[src/rtl/serial_id_pkg.sv]
package serial_id_pkg;

  // State code zero is the idle state; code k (1..ID_W) transmits bit ID_W-k.
  localparam int unsigned IDLE_CODE = 0;

  function automatic int unsigned state_width(input int unsigned id_w);
    return $clog2(id_w + 1);
  endfunction

endpackage

[src/rtl/sid_next_state.sv]
module sid_next_state
  import serial_id_pkg::*;
#(
  parameter int unsigned ID_W = 4,
  localparam int unsigned SW  = state_width(ID_W)
) (
  input  logic [SW-1:0] state_q,
  input  logic          req,
  output logic [SW-1:0] state_d
);

  localparam logic [SW-1:0] IDLE = SW'(IDLE_CODE);
  localparam logic [SW-1:0] LAST = SW'(ID_W);

  always_comb begin
    if (state_q == IDLE) begin
      state_d = req ? SW'(1) : IDLE;
    end else if (state_q < LAST) begin
      state_d = state_q + SW'(1);
    end else begin
      // The last transmit code and all unused codes go back to idle.
      state_d = IDLE;
    end
  end

endmodule

[src/rtl/sid_output_decode.sv]
module sid_output_decode
  import serial_id_pkg::*;
#(
  parameter int unsigned   ID_W     = 4,
  parameter logic [ID_W-1:0] ID_VALUE = 4'b1101,
  localparam int unsigned  SW       = state_width(ID_W)
) (
  input  logic [SW-1:0] state,
  output logic          bit_out,
  output logic          in_tx
);

  logic [ID_W-1:0] hit;

  // One comparator per transmit state; state k selects bit ID_W-k.
  for (genvar k = 1; k <= ID_W; k++) begin : g_sel
    assign hit[ID_W-k] = (state == SW'(k));
  end

  assign in_tx   = |hit;
  assign bit_out = |(hit & ID_VALUE);

endmodule

[src/rtl/serial_id_responder.sv]
module serial_id_responder
  import serial_id_pkg::*;
#(
  parameter int unsigned     ID_W     = 4,
  parameter logic [ID_W-1:0] ID_VALUE = 4'b1101
) (
  input  logic clk,
  input  logic rst,
  input  logic req,
  output logic ser_out,
  output logic busy
);

  localparam int unsigned SW = state_width(ID_W);

  logic [SW-1:0] state_q;
  logic [SW-1:0] state_d;
  logic          bit_d;
  logic          busy_d;

  sid_next_state #(.ID_W(ID_W)) u_next (
    .state_q (state_q),
    .req     (req),
    .state_d (state_d)
  );

  // Decode the next state so the registered outputs line up with state_q.
  sid_output_decode #(.ID_W(ID_W), .ID_VALUE(ID_VALUE)) u_dec (
    .state   (state_d),
    .bit_out (bit_d),
    .in_tx   (busy_d)
  );

  always_ff @(posedge clk) begin
    if (rst) begin
      state_q <= SW'(IDLE_CODE);
      ser_out <= 1'b0;
      busy    <= 1'b0;
    end else begin
      state_q <= state_d;
      ser_out <= bit_d;
      busy    <= busy_d;
    end
  end

endmodule

[config.mk]
export PLATFORM = sky130hd
export DESIGN_NAME = serial_id_responder
export DESIGN_NICKNAME = d
export VERILOG_FILES = /design/src/rtl/serial_id_pkg.sv /design/src/rtl/sid_next_state.sv /design/src/rtl/sid_output_decode.sv /design/src/rtl/serial_id_responder.sv
export SDC_FILE = /design/constraint.sdc
export NUM_CORES = 1
export LEC_CHECK = 0
export BUFFER_PORTS_ARGS = -buffer_cell sky130_fd_sc_hd__buf_2
export CAP_MARGIN = 20
export CORE_AREA = 4 4 41 43
export DETAILED_ROUTE_END_ITERATION = 8
export DIE_AREA = 0 0 45 47
export SKIP_LAST_GASP = 1
export SYNTH_ARGS = -nofsm -noshare
export SYNTH_HDL_FRONTEND = slang
export SYNTH_HIERARCHICAL = 1
export SYNTH_SLANG_ARGS = --single-unit
[constraint.sdc]
create_clock -name clk -period 1.58 [get_ports clk]
set_input_delay 0.395 -clock clk [delete_from_list [all_inputs] [get_ports clk]]
set_output_delay 0.395 -clock clk [all_outputs]
set_load 0.02 [all_outputs]
==> results by group, run 1 <==
Timing
  – Count of endpoints failing setup in the final report: 0
  – Unrepaired setup endpoints after global routing: no
  – Post-route clock skew: approximately 0.00024 ns
  – Final period utilization: between 90% and 100%
  – Count of final max-slew check failures: 0
  – Transition at the pin with the smallest max-transition slack: approximately 0.18 ns
  – Post-layout min period: 1.473 ns
  – Count of endpoints failing hold in the final timing report: 0
  – Peak clock frequency supported by timing: about 680 MHz
  – Worst slew margin relative to its limit: between 80% and 90%
  – Setup total negative slack: 0 ns

Placed design
  – HPWL after detailed placement: ~280 um
  – Gpl congestion: slightly above 0.7
  – Cell Area, Placed: about 290 um^2
  – Port bufs: 4

Power and ir drop
  – Lkg Pwr: between 0.1 and 0.15 nW
  – Worst ir drop on vdd: ~0.45 mV
  – Power per unit of standard cell area: roughly 1100 nW/um^2

Critical path
  – Nature of the critical path startpoint: flop
  – Worst reg-to-reg path cell count: 7
  – Critical path peak fanout: 4
  – Required time of the critical path: roughly 1.7 ns
  – Category of the most critical setup path: reg2reg
  – Worst setup EP type: flop
  – Arrival time of data at the critical path endpoint: about 1.6 ns

Clock tree
  – Hold-fix buffers at CTS: 0
  – CTS tree: built
  – Deepest level of the CTS H-tree: 1
  – CTS sink count: 5
  – Longest Clk Path Bufs: 2
  – Clock latency at the later pin of the worst-skew pair: ~0.23 ns
  – Clock buffer count from CTS: 3
  – Clock root buffer: clkbuf_4
  – Clock-pin slew of the registers on the worst-case setup and hold paths: roughly 0.040 ns

Finish
  – Final layout net count: 41
  – Layout Utilization: about a quarter
  – Count of fill cells added during filler insertion: 150
  – Layout overhead on the synthesized area: 37.84%
  – Final design area excluding fillers: between 300 and 400 um^2
  – Multi-input combinational cell area: between 100 and 150 um^2
  – Sequential cell area: around 100 um^2
  – Fraction of layout instances using a drive strength above 1: a little under a third
  – N_diodes: 0

Route
  – Via density per instance: 3.460
  – Drt initial violations: 2
  – Count of unresolved DRC violations after routing: 0
  – Routed vias: around 170
  – Antenna Violating Nets Remaining: 0
  – Final WL: 364 um
  – Router iterations before antenna repair: 2
  – WL/cell: ~7.3 um

Yosys
  – Cell types occupying the most area after synthesis: dfxtp_1, nor2b_1, ha_1
  – Share of flip-flops with an asynchronous set or reset after synthesis: 0%
  – Area share of the largest cell type after synthesis: a little over two fifths
  – Number of distinct standard cells referenced by the synthesized netlist: 13
  – Synth warnings: 6
  – Most common library cells after synthesis: dfxtp_1, nor2b_1, ha_1, inv_1, nor3b_1
  – Post-synth EDFFs: 0
  – Most area-hungry cell type in the Yosys netlist: dfxtp_1
  – Syn_nets: 29
  – Post-synthesis sequential area ratio: approximately 43%
  – Main synth FF type: dfxtp_1
  – Post-synthesis cell count: 24
  – Area of the mapped netlist: 231.5 um^2
  – Flip-flop and latch count after synthesis: 5
  – Avg Synthesized Cell Area: a little under 10 um^2

Floorplanning
  – Die height: 47 um
  – Count of boundary I/O pins: 5
  – Core Region: around 1300 um^2
  – Num rows: 13
  – Starting Density: about 18%
  – Die W: 45 um
  – Overall die area: roughly 2100 um^2

Flow run
  – Max-cap violations: 0

Status
  – Run status: completed

GRT
  – Global-route wire length before repair: around 600 um
  – Number of antenna violations at the first check in global routing: 0
  – Global-route congestion overflow total: 0
  – Overall routing resource usage: just over 4%
  – Vias in the first global route: 169
  – Maximum number of pins on one net before global-route repair: 6

Min path
  – Type of the tightest min-delay check: in2reg
  – Cell depth of the worst min-delay path: 2
[power by group]
part / leakage, nW / internal (mW) / switching (mW)
Combinational: 0.0883 / 0.0398 / 0.0362
Clock: 0.0150 / 0.0952 / 0.0474
Sequential: 0.0412 / 0.138 / 0.00364
[metal layers]
layer | part of all wire (%) | vias up | track usage (%) | wire [um]
met4 | 0 | 0 | 1.754 | 0
met5 | 0 | - | 0 | 0
met1 | 45 | 74 | 4.556 | 164
met3 | 4.4 | 0 | 2.299 | 16
met2 | 51 | 2 | 6.215 | 184
li1 | - | 97 | - | -
[worst paths after layout]
| check | slack [ns] | end | from |
|---|---|---|---|
| max reg2reg | 0.11 | ser_out | state_q[0] |
| min | 0.38 | ser_out | rst |
| max | 0.11 | ser_out | state_q[0] |
| min reg2reg | 0.61 | state_q[0] | state_q[2] |
[through the flow]
| stage | hold slack [ns] | instances | worst slack (ns) | power [mW] |
|---|---|---|---|---|
| floorplan | 0.4666 | 24 | 0.1145 | 0.1938 |
| global placement | 0.5980 | 45 | 0.1074 | 0.2125 |
| detailed placement | 0.6042 | 45 | 0.08390 | 0.2141 |
| CTS | 0.3761 | 49 | 0.06749 | 0.3616 |
| global route | 0.3915 | 50 | 0.01089 | 0.3892 |
| finish | 0.3808 | 50 | 0.1071 | 0.3600 |
[timing repair]
action,4_1_cts,5_1_grt
gates resized for setup,0,1
setup buffers,0,1
endpoints found under the setup margin,0,2
[sequential cells by signal, summed over array words and instances (netlist names)]
| name | cells |
|---|---|
| busy | 1 |
| ser_out | 1 |
| state_q | 3 |
[worst max-delay path, cell delays in order (launching register included)]
cell and delay, ns:
dfxtp_1 0.34, inv_1 0.05, ha_1 0.28, nor3b_1 0.14
buf_4 0.14, xor2_1 0.15, o21a_1 0.15, nor2b_1 0.11
[area by class of cell]
cell class / instances / area share [%]
Clock buffer: 4 / 8.235
Multi-Input combinational cell: 17 / 38.82
Inverter: 2 / 2.353
Sequential cell: 5 / 31.37
Tap cell: 15 / 5.882
Timing Repair Buffer: 7 / 13.33
[cells by family (layout without fill, tap and decap cells)]
| family | Yosys count | count (layout) | share of synthesized area [%] |
|---|---|---|---|
| simple gates | 10 | 10 | 25.94 |
| flops | 5 | 5 | 43.24 |
| fa+ha+maj | 2 | 2 | 10.81 |
| buf+inv | 2 | 13 | 3.244 |
| xor+xnor | 2 | 2 | 7.569 |
| compound gates | 3 | 3 | 9.189 |
[cells in the final DEF, fill, tap and decap left out]
cell type and n:
nor2b_1 5, dfxtp_1 5, buf_2 4, clkbuf_4 3, buf_4 3, inv_1 2, nor3b_1 2, ha_1 2
clkbuf_1 1, nor2_1 1, xnor2_1 1, xor2_1 1, o21ai_1 1, o21a_1 1, nand2_1 1, or2_1 1
a21oi_2 1
No activity file was read; power rests on OpenSTA's default activity.
==> inputs of run 2 (changes only) <==
==> constraint.sdc (replaced) <==
create_clock -name clk -period 1.34 [get_ports clk]
set_input_delay 0.335 -clock clk [delete_from_list [all_inputs] [get_ports clk]]
set_output_delay 0.335 -clock clk [all_outputs]
set_load 0.02 [all_outputs]
==> run 2 against run 1 <==
Clock power increased by 18%. Flip-flop and latch count unchanged. Design area is 12% higher. Critical endpoint unchanged. Sequential power grew 19%. The run now ends with setup timing left. Worst setup slack got worse by 0.16 ns. Via count up 9.2%. Core utilization rose by 3.0 points.
==> results by group, run 2 (synthesized netlist as in run 1, its figures left out) <==
Timing
  – Post-layout min period: 1.394 ns
  – Final period utilization: 104.1%
  – Count of endpoints failing setup in the final report: 2
  – Unrepaired setup endpoints after global routing: yes
  – Peak clock frequency supported by timing: between 700 and 800 MHz
  – Count of final max-slew check failures: 0
  – Post-route clock skew: around 0.0026 ns
  – Tightest hold margin: roughly 0.31 ns
  – Worst slew margin relative to its limit: 82.71%
  – Setup slack after layout: -0.05438 ns
  – Count of endpoints failing hold in the final timing report: 0
  – Transition at the pin with the smallest max-transition slack: approximately 0.26 ns

GRT
  – Global-route congestion overflow total: 0
  – Vias in the first global route: roughly 200
  – Maximum number of pins on one net before global-route repair: 6
  – Number of antenna violations at the first check in global routing: 0
  – Global-route wire length before repair: roughly 730 um
  – Overall routing resource usage: between 4 and 5%

Status
  – Run status: finished with violations
  – Failing checks: setup timing

Placed design
  – HPWL after detailed placement: 328.7 um
  – Placed Instances: 45
  – Gpl congestion: about 0.65
  – Cell Area, Placed: ~310 um^2
  – Port bufs: 4
  – Worst slack after detailed placement: -0.1070 ns

Critical path
  – Required time of the critical path: about 1.5 ns
  – Nature of the critical path startpoint: flop
  – Flop2flop setup slack: -0.05 ns
  – Critical path peak fanout: 4
  – Category of the most critical setup path: reg2reg
  – Largest stage delay on the critical path: about 0.32 ns
  – Arrival time of data at the critical path endpoint: ~1.5 ns
  – Worst setup EP type: flop
  – Cell with the biggest individual delay on the critical path: dfxtp_2
  – CP Cell Sequence: inv_2 > ha_4 > nor3b_4 > xor2_1 > o21a_1 > nor2b_1

Finish
  – Commonest non-fill, non-tap cell in the layout: nor2b_1
  – Top library cells by usage in the layout, fill and taps aside: nor2b_1, buf_2, buf_4
  – Count of fill cells added during filler insertion: between 100 and 150
  – Biggest regs: state_q x3, busy x1, ser_out x1
  – Layout Cells excl Fill: 51
  – N_diodes: 0
  – Final design area excluding fillers: approximately 360 um^2
  – Largest register by flop count: state_q
  – Fraction of layout instances using a drive strength above 1: 52.78%
  – Layout overhead on the synthesized area: 54.59%
  – Final layout net count: 42
  – Number of flip-flops under the largest register name: 3

Route
  – WL/cell: approximately 8.1 um
  – Via density per instance: 3.706
  – Routed vias: around 190
  – Final WL: between 400 and 500 um
  – Antenna Violating Nets Remaining: 0
  – Count of unresolved DRC violations after routing: 0
  – Drt initial violations: 0
  – Router iterations before antenna repair: 1

Clock tree
  – Clock root buffer: clkbuf_4
  – CTS tree: built
  – Clock-pin slew of the registers on the worst-case setup and hold paths: roughly 0.04 ns
  – Deepest level of the CTS H-tree: 1
  – Clock latency at the later pin of the worst-skew pair: about 0.23 ns
  – CTS sink count: 5
  – Longest Clk Path Bufs: 2
  – Clock buffer count from CTS: 3
  – Hold-fix buffers at CTS: 0

Floorplanning
  – Overall die area: 2115 um^2
  – Num rows: 13
  – Core Region: about 1300 um^2
  – Die W: 45 um
  – Starting Density: 17.79%
  – Die height: between 40 and 50 um
  – Count of boundary I/O pins: 5

Power and ir drop
  – Power per unit of standard cell area: between 1000 and 1500 nW/um^2
  – Worst ir drop on vdd: 0.4963 mV
  – Overall power: 448.4 uW
  – Lkg Pwr: 0.1542 nW

Flow run
  – Max-cap violations: 0

Min path
  – Type of the tightest min-delay check: in2reg
==> run 2: cell count changes in the layout (fill, tap and decap cells not counted), sizes merged <==
cell,change
buf,+1
==> run 2: power breakdown <==
part	switching [mW]	leakage (nW)	total, mW	internal, mW
sequential	0.00433	0.0419	0.168	0.163
combinational	0.0517	0.0973	0.112	0.0604
clock	0.0563	0.0150	0.169	0.112
==> run 2: through the flow <==
step,util [%],setup TNS (ns)
after floorplan,-,0
after global placement,24.13,-0.1419
after detailed placement,24.13,-0.1897
after CTS,27.50,-0.1618
after global routing,27.50,-0.2712
final,27.50,-0.1048
==> run 2: what timing repair did <==
item                       4_1_cts  5_1_grt
hold endpoints to repair         0        0
gates resized for setup          4        0
buffers inserted                 2        0
setup endpoints to repair        2        2
pin swaps                        5        4
==> run 2: layer usage <==
layer  up-vias  GRT usage (%)  part of all wire (%)
li1        100              -                     -
met1        86          4.784                    46
met2         3          8.475                    52
met3         0          2.299                   1.9
met4         0          3.509                     0
met5         -              0                     0
==> run 2: worst max-delay path, delay by kind of cell (launching register included) <==
kind	cells	cell delay, ns
AO/OA/AOI/OAI	1	0.20
XOR/XNOR	1	0.10
adder cells (fa/ha/maj)	1	0.25
buffers and inverters	1	0.04
flip-flops	1	0.32
AND/OR/NAND/NOR	2	0.38
==> run 2: layout make-up <==
cell class | count | area, um^2 | area share (%)
multi-input combinational | 17 | 152.6 | 42.66
sequential | 5 | 102.6 | 28.67
timing repair buffer | 8 | 50.05 | 13.99
clock buffer | 4 | 26.28 | 7.343
tap | 15 | 18.77 | 5.245
inverter | 2 | 7.507 | 2.098
==> run 2: final timing paths <==
kind,from,to,depth (start not counted)
max,state_q[1],ser_out,6
min,rst,state_q[1],2
max reg2reg,state_q[1],ser_out,6
min reg2reg,state_q[2],state_q[1],2
==> inputs of run 3 (changes only) <==
--- a/config.mk
+++ b/config.mk
@@ -10,6 +10,7 @@
 export CORE_AREA = 4 4 41 43
 export DETAILED_ROUTE_END_ITERATION = 8
 export DIE_AREA = 0 0 45 47
+export SETUP_SLACK_MARGIN = 0.05
 export SKIP_LAST_GASP = 1
 export SYNTH_ARGS = -nofsm -noshare
 export SYNTH_HDL_FRONTEND = slang
==> run 3 against run 2 <==
The run still ends with setup timing left. Core utilization fell by 0.19 points. Flip-flop and latch count did not move. Design area decreased by 0.70%. Wire length rose by 5.8%. Fmax up 2.0%. Sequential share of layout area is 0.20 points higher. Global-route usage grew 0.55 points. Die area unchanged. Critical path depth rose by 1. Sequential power hardly changed. Hold slack worse by 0.013 ns. First-iteration DRC count is 2 higher.
==> results by group, run 3 (synthesized netlist as in run 1, its figures left out) <==
Power and ir drop
  – Worst ir drop on vdd: between 0.5 and 0.6 mV
  – Combinational Power Share: about 25%
  – Overall power: 455.7 uW
  – Lkg Pwr: 0.1477 nW
  – Pint: between 300 and 400 uW
  – Part of the total power dissipated in sequential elements: 36.9%
  – Clock power frac: 38.2%
  – Net Switching: around 120 uW
  – Switching Share: a little over a quarter
  – Power per unit of standard cell area: 1282 nW/um^2

Finish
  – Fraction of layout instances using a drive strength above 1: a little under three fifths
  – Final layout net count: 40
  – Final design area excluding fillers: between 300 and 400 um^2
  – Biggest regs: state_q x3, busy x1, ser_out x1
  – Commonest non-fill, non-tap cell in the layout: nor2b_1
  – Largest register by flop count: state_q
  – Number of flip-flops under the largest register name: 3
  – N_diodes: 0
  – Layout overhead on the synthesized area: 53.51%
  – Layout Cells excl Fill: around 50
  – Top library cells by usage in the layout, fill and taps aside: nor2b_1, buf_2, dfxtp_1, clkbuf_4

Placed design
  – Worst slack after detailed placement: -0.01890 ns
  – HPWL after detailed placement: between 300 and 400 um
  – Cell Area, Placed: roughly 320 um^2
  – Placed Instances: 45
  – Gpl congestion: ~0.66
  – Port bufs: 4

Floorplanning
  – Num rows: 13
  – Count of boundary I/O pins: 5
  – Overall die area: ~2100 um^2
  – Die W: ~45 um
  – Core Region: 1301 um^2
  – Die height: between 40 and 50 um
  – Starting Density: 17.79%

Route
  – Antenna Violating Nets Remaining: 0
  – Final WL: between 400 and 500 um
  – WL/cell: 8.959 um
  – Routed vias: about 180
  – Router iterations before antenna repair: 3
  – Via density per instance: around 3.7
  – Count of unresolved DRC violations after routing: 0
  – Drt initial violations: 2

Clock tree
  – Setup bufs post-CTS: 0
  – Clock buffer count from CTS: 3
  – Clock-pin slew of the registers on the worst-case setup and hold paths: around 0.04 ns
  – CTS tree: built
  – Deepest level of the CTS H-tree: 1
  – Clock root buffer: clkbuf_4
  – CTS sink count: 5
  – Hold-fix buffers at CTS: 0
  – Clock latency at the later pin of the worst-skew pair: roughly 0.24 ns
  – Longest Clk Path Bufs: 2

Critical path
  – CP Cell Sequence: inv_2 > ha_4 > or2_4 > a21oi_4 > o21ai_1 > o21a_1 > nor2b_1
  – Cell with the biggest individual delay on the critical path: dfxtp_2
  – Category of the most critical setup path: reg2reg
  – Required time of the critical path: 1.47 ns
  – Nature of the critical path startpoint: flop
  – Worst Path Buf+Inv: 1
  – Worst setup EP type: flop
  – Arrival time of data at the critical path endpoint: 1.50 ns
  – Critical path peak fanout: 4
  – Largest stage delay on the critical path: ~0.33 ns
  – Category of cells accounting for the largest share of critical-path delay: simple AND/OR/NAND/NOR gates

Status
  – Failing checks: setup timing
  – Run status: finished with violations

GRT
  – Maximum number of pins on one net before global-route repair: 6
  – Global-route congestion overflow total: 0
  – Overall routing resource usage: about 5.5%
  – Global-route wire length before repair: around 800 um
  – Vias in the first global route: about 200
  – Number of antenna violations at the first check in global routing: 0

Timing
  – Setup slack after layout: -0.02732 ns
  – Count of final max-slew check failures: 0
  – Count of endpoints failing hold in the final timing report: 0
  – Transition at the pin with the smallest max-transition slack: around 0.25 ns
  – Post-route clock skew: 0.002339 ns
  – Worst slew margin relative to its limit: 83.14%
  – Final period utilization: 102.0%
  – Post-layout min period: 1.367 ns
  – Peak clock frequency supported by timing: around 730 MHz
  – Setup total negative slack: -0.04034 ns
  – Count of endpoints failing setup in the final report: 2
  – Unrepaired setup endpoints after global routing: yes

Min path
  – Type of the tightest min-delay check: in2reg

Flow run
  – Max-cap violations: 0
[run 3: what timing repair did]
action	CTS	global route
gates resized for setup	0	3
endpoints found under the setup margin	2	2
endpoints found under the hold margin	0	0
pin swaps	0	1
[run 3: worst paths after layout]
kind	from	to	slack, ns	cells past startpoint
worst max-delay path	state_q[1]	ser_out	-0.03	7
worst min-delay path	rst	state_q[0]	0.30	2
worst max register to register	state_q[1]	ser_out	-0.03	7
worst min register to register	state_q[2]	state_q[0]	0.66	2
[run 3: power groups by stage]
stage,clock (mW),combinational (mW),sequential (mW)
2_1_floorplan,0,0.0644,0.182
3_3_place_gp,0,0.0998,0.171
3_5_place_dp,0,0.101,0.171
4_1_cts,0.185,0.101,0.168
5_1_grt,0.197,0.125,0.170
6_report,0.174,0.114,0.168
[run 3: routing by layer]
metal  vias up  global-route usage (%)  routed length (um)
li1         95                       -                   -
met1        82                   6.150                 170
met2         5                   7.910                 239
met3         0                   4.598                  29
met4         0                   1.754                   0
met5         -                       0                   0
[run 3: layout make-up]
class                      instances  area, um^2
tap                               15       18.77
timing repair buffer               6       35.03
inverter                           2       7.507
fill                             147       945.9
multi-input combinational         17       165.2
clock buffer                       4       26.28
sequential                         5       102.6
[run 3: metrics by stage]
stage / utilization [%] / hold WS [ns]
2_1_floorplan: - / 0.3992
3_3_place_gp: 24.33 / 0.5613
3_5_place_dp: 24.33 / 0.5578
4_1_cts: 26.35 / 0.2966
5_1_grt: 27.31 / 0.3076
6_report: 27.31 / 0.3014
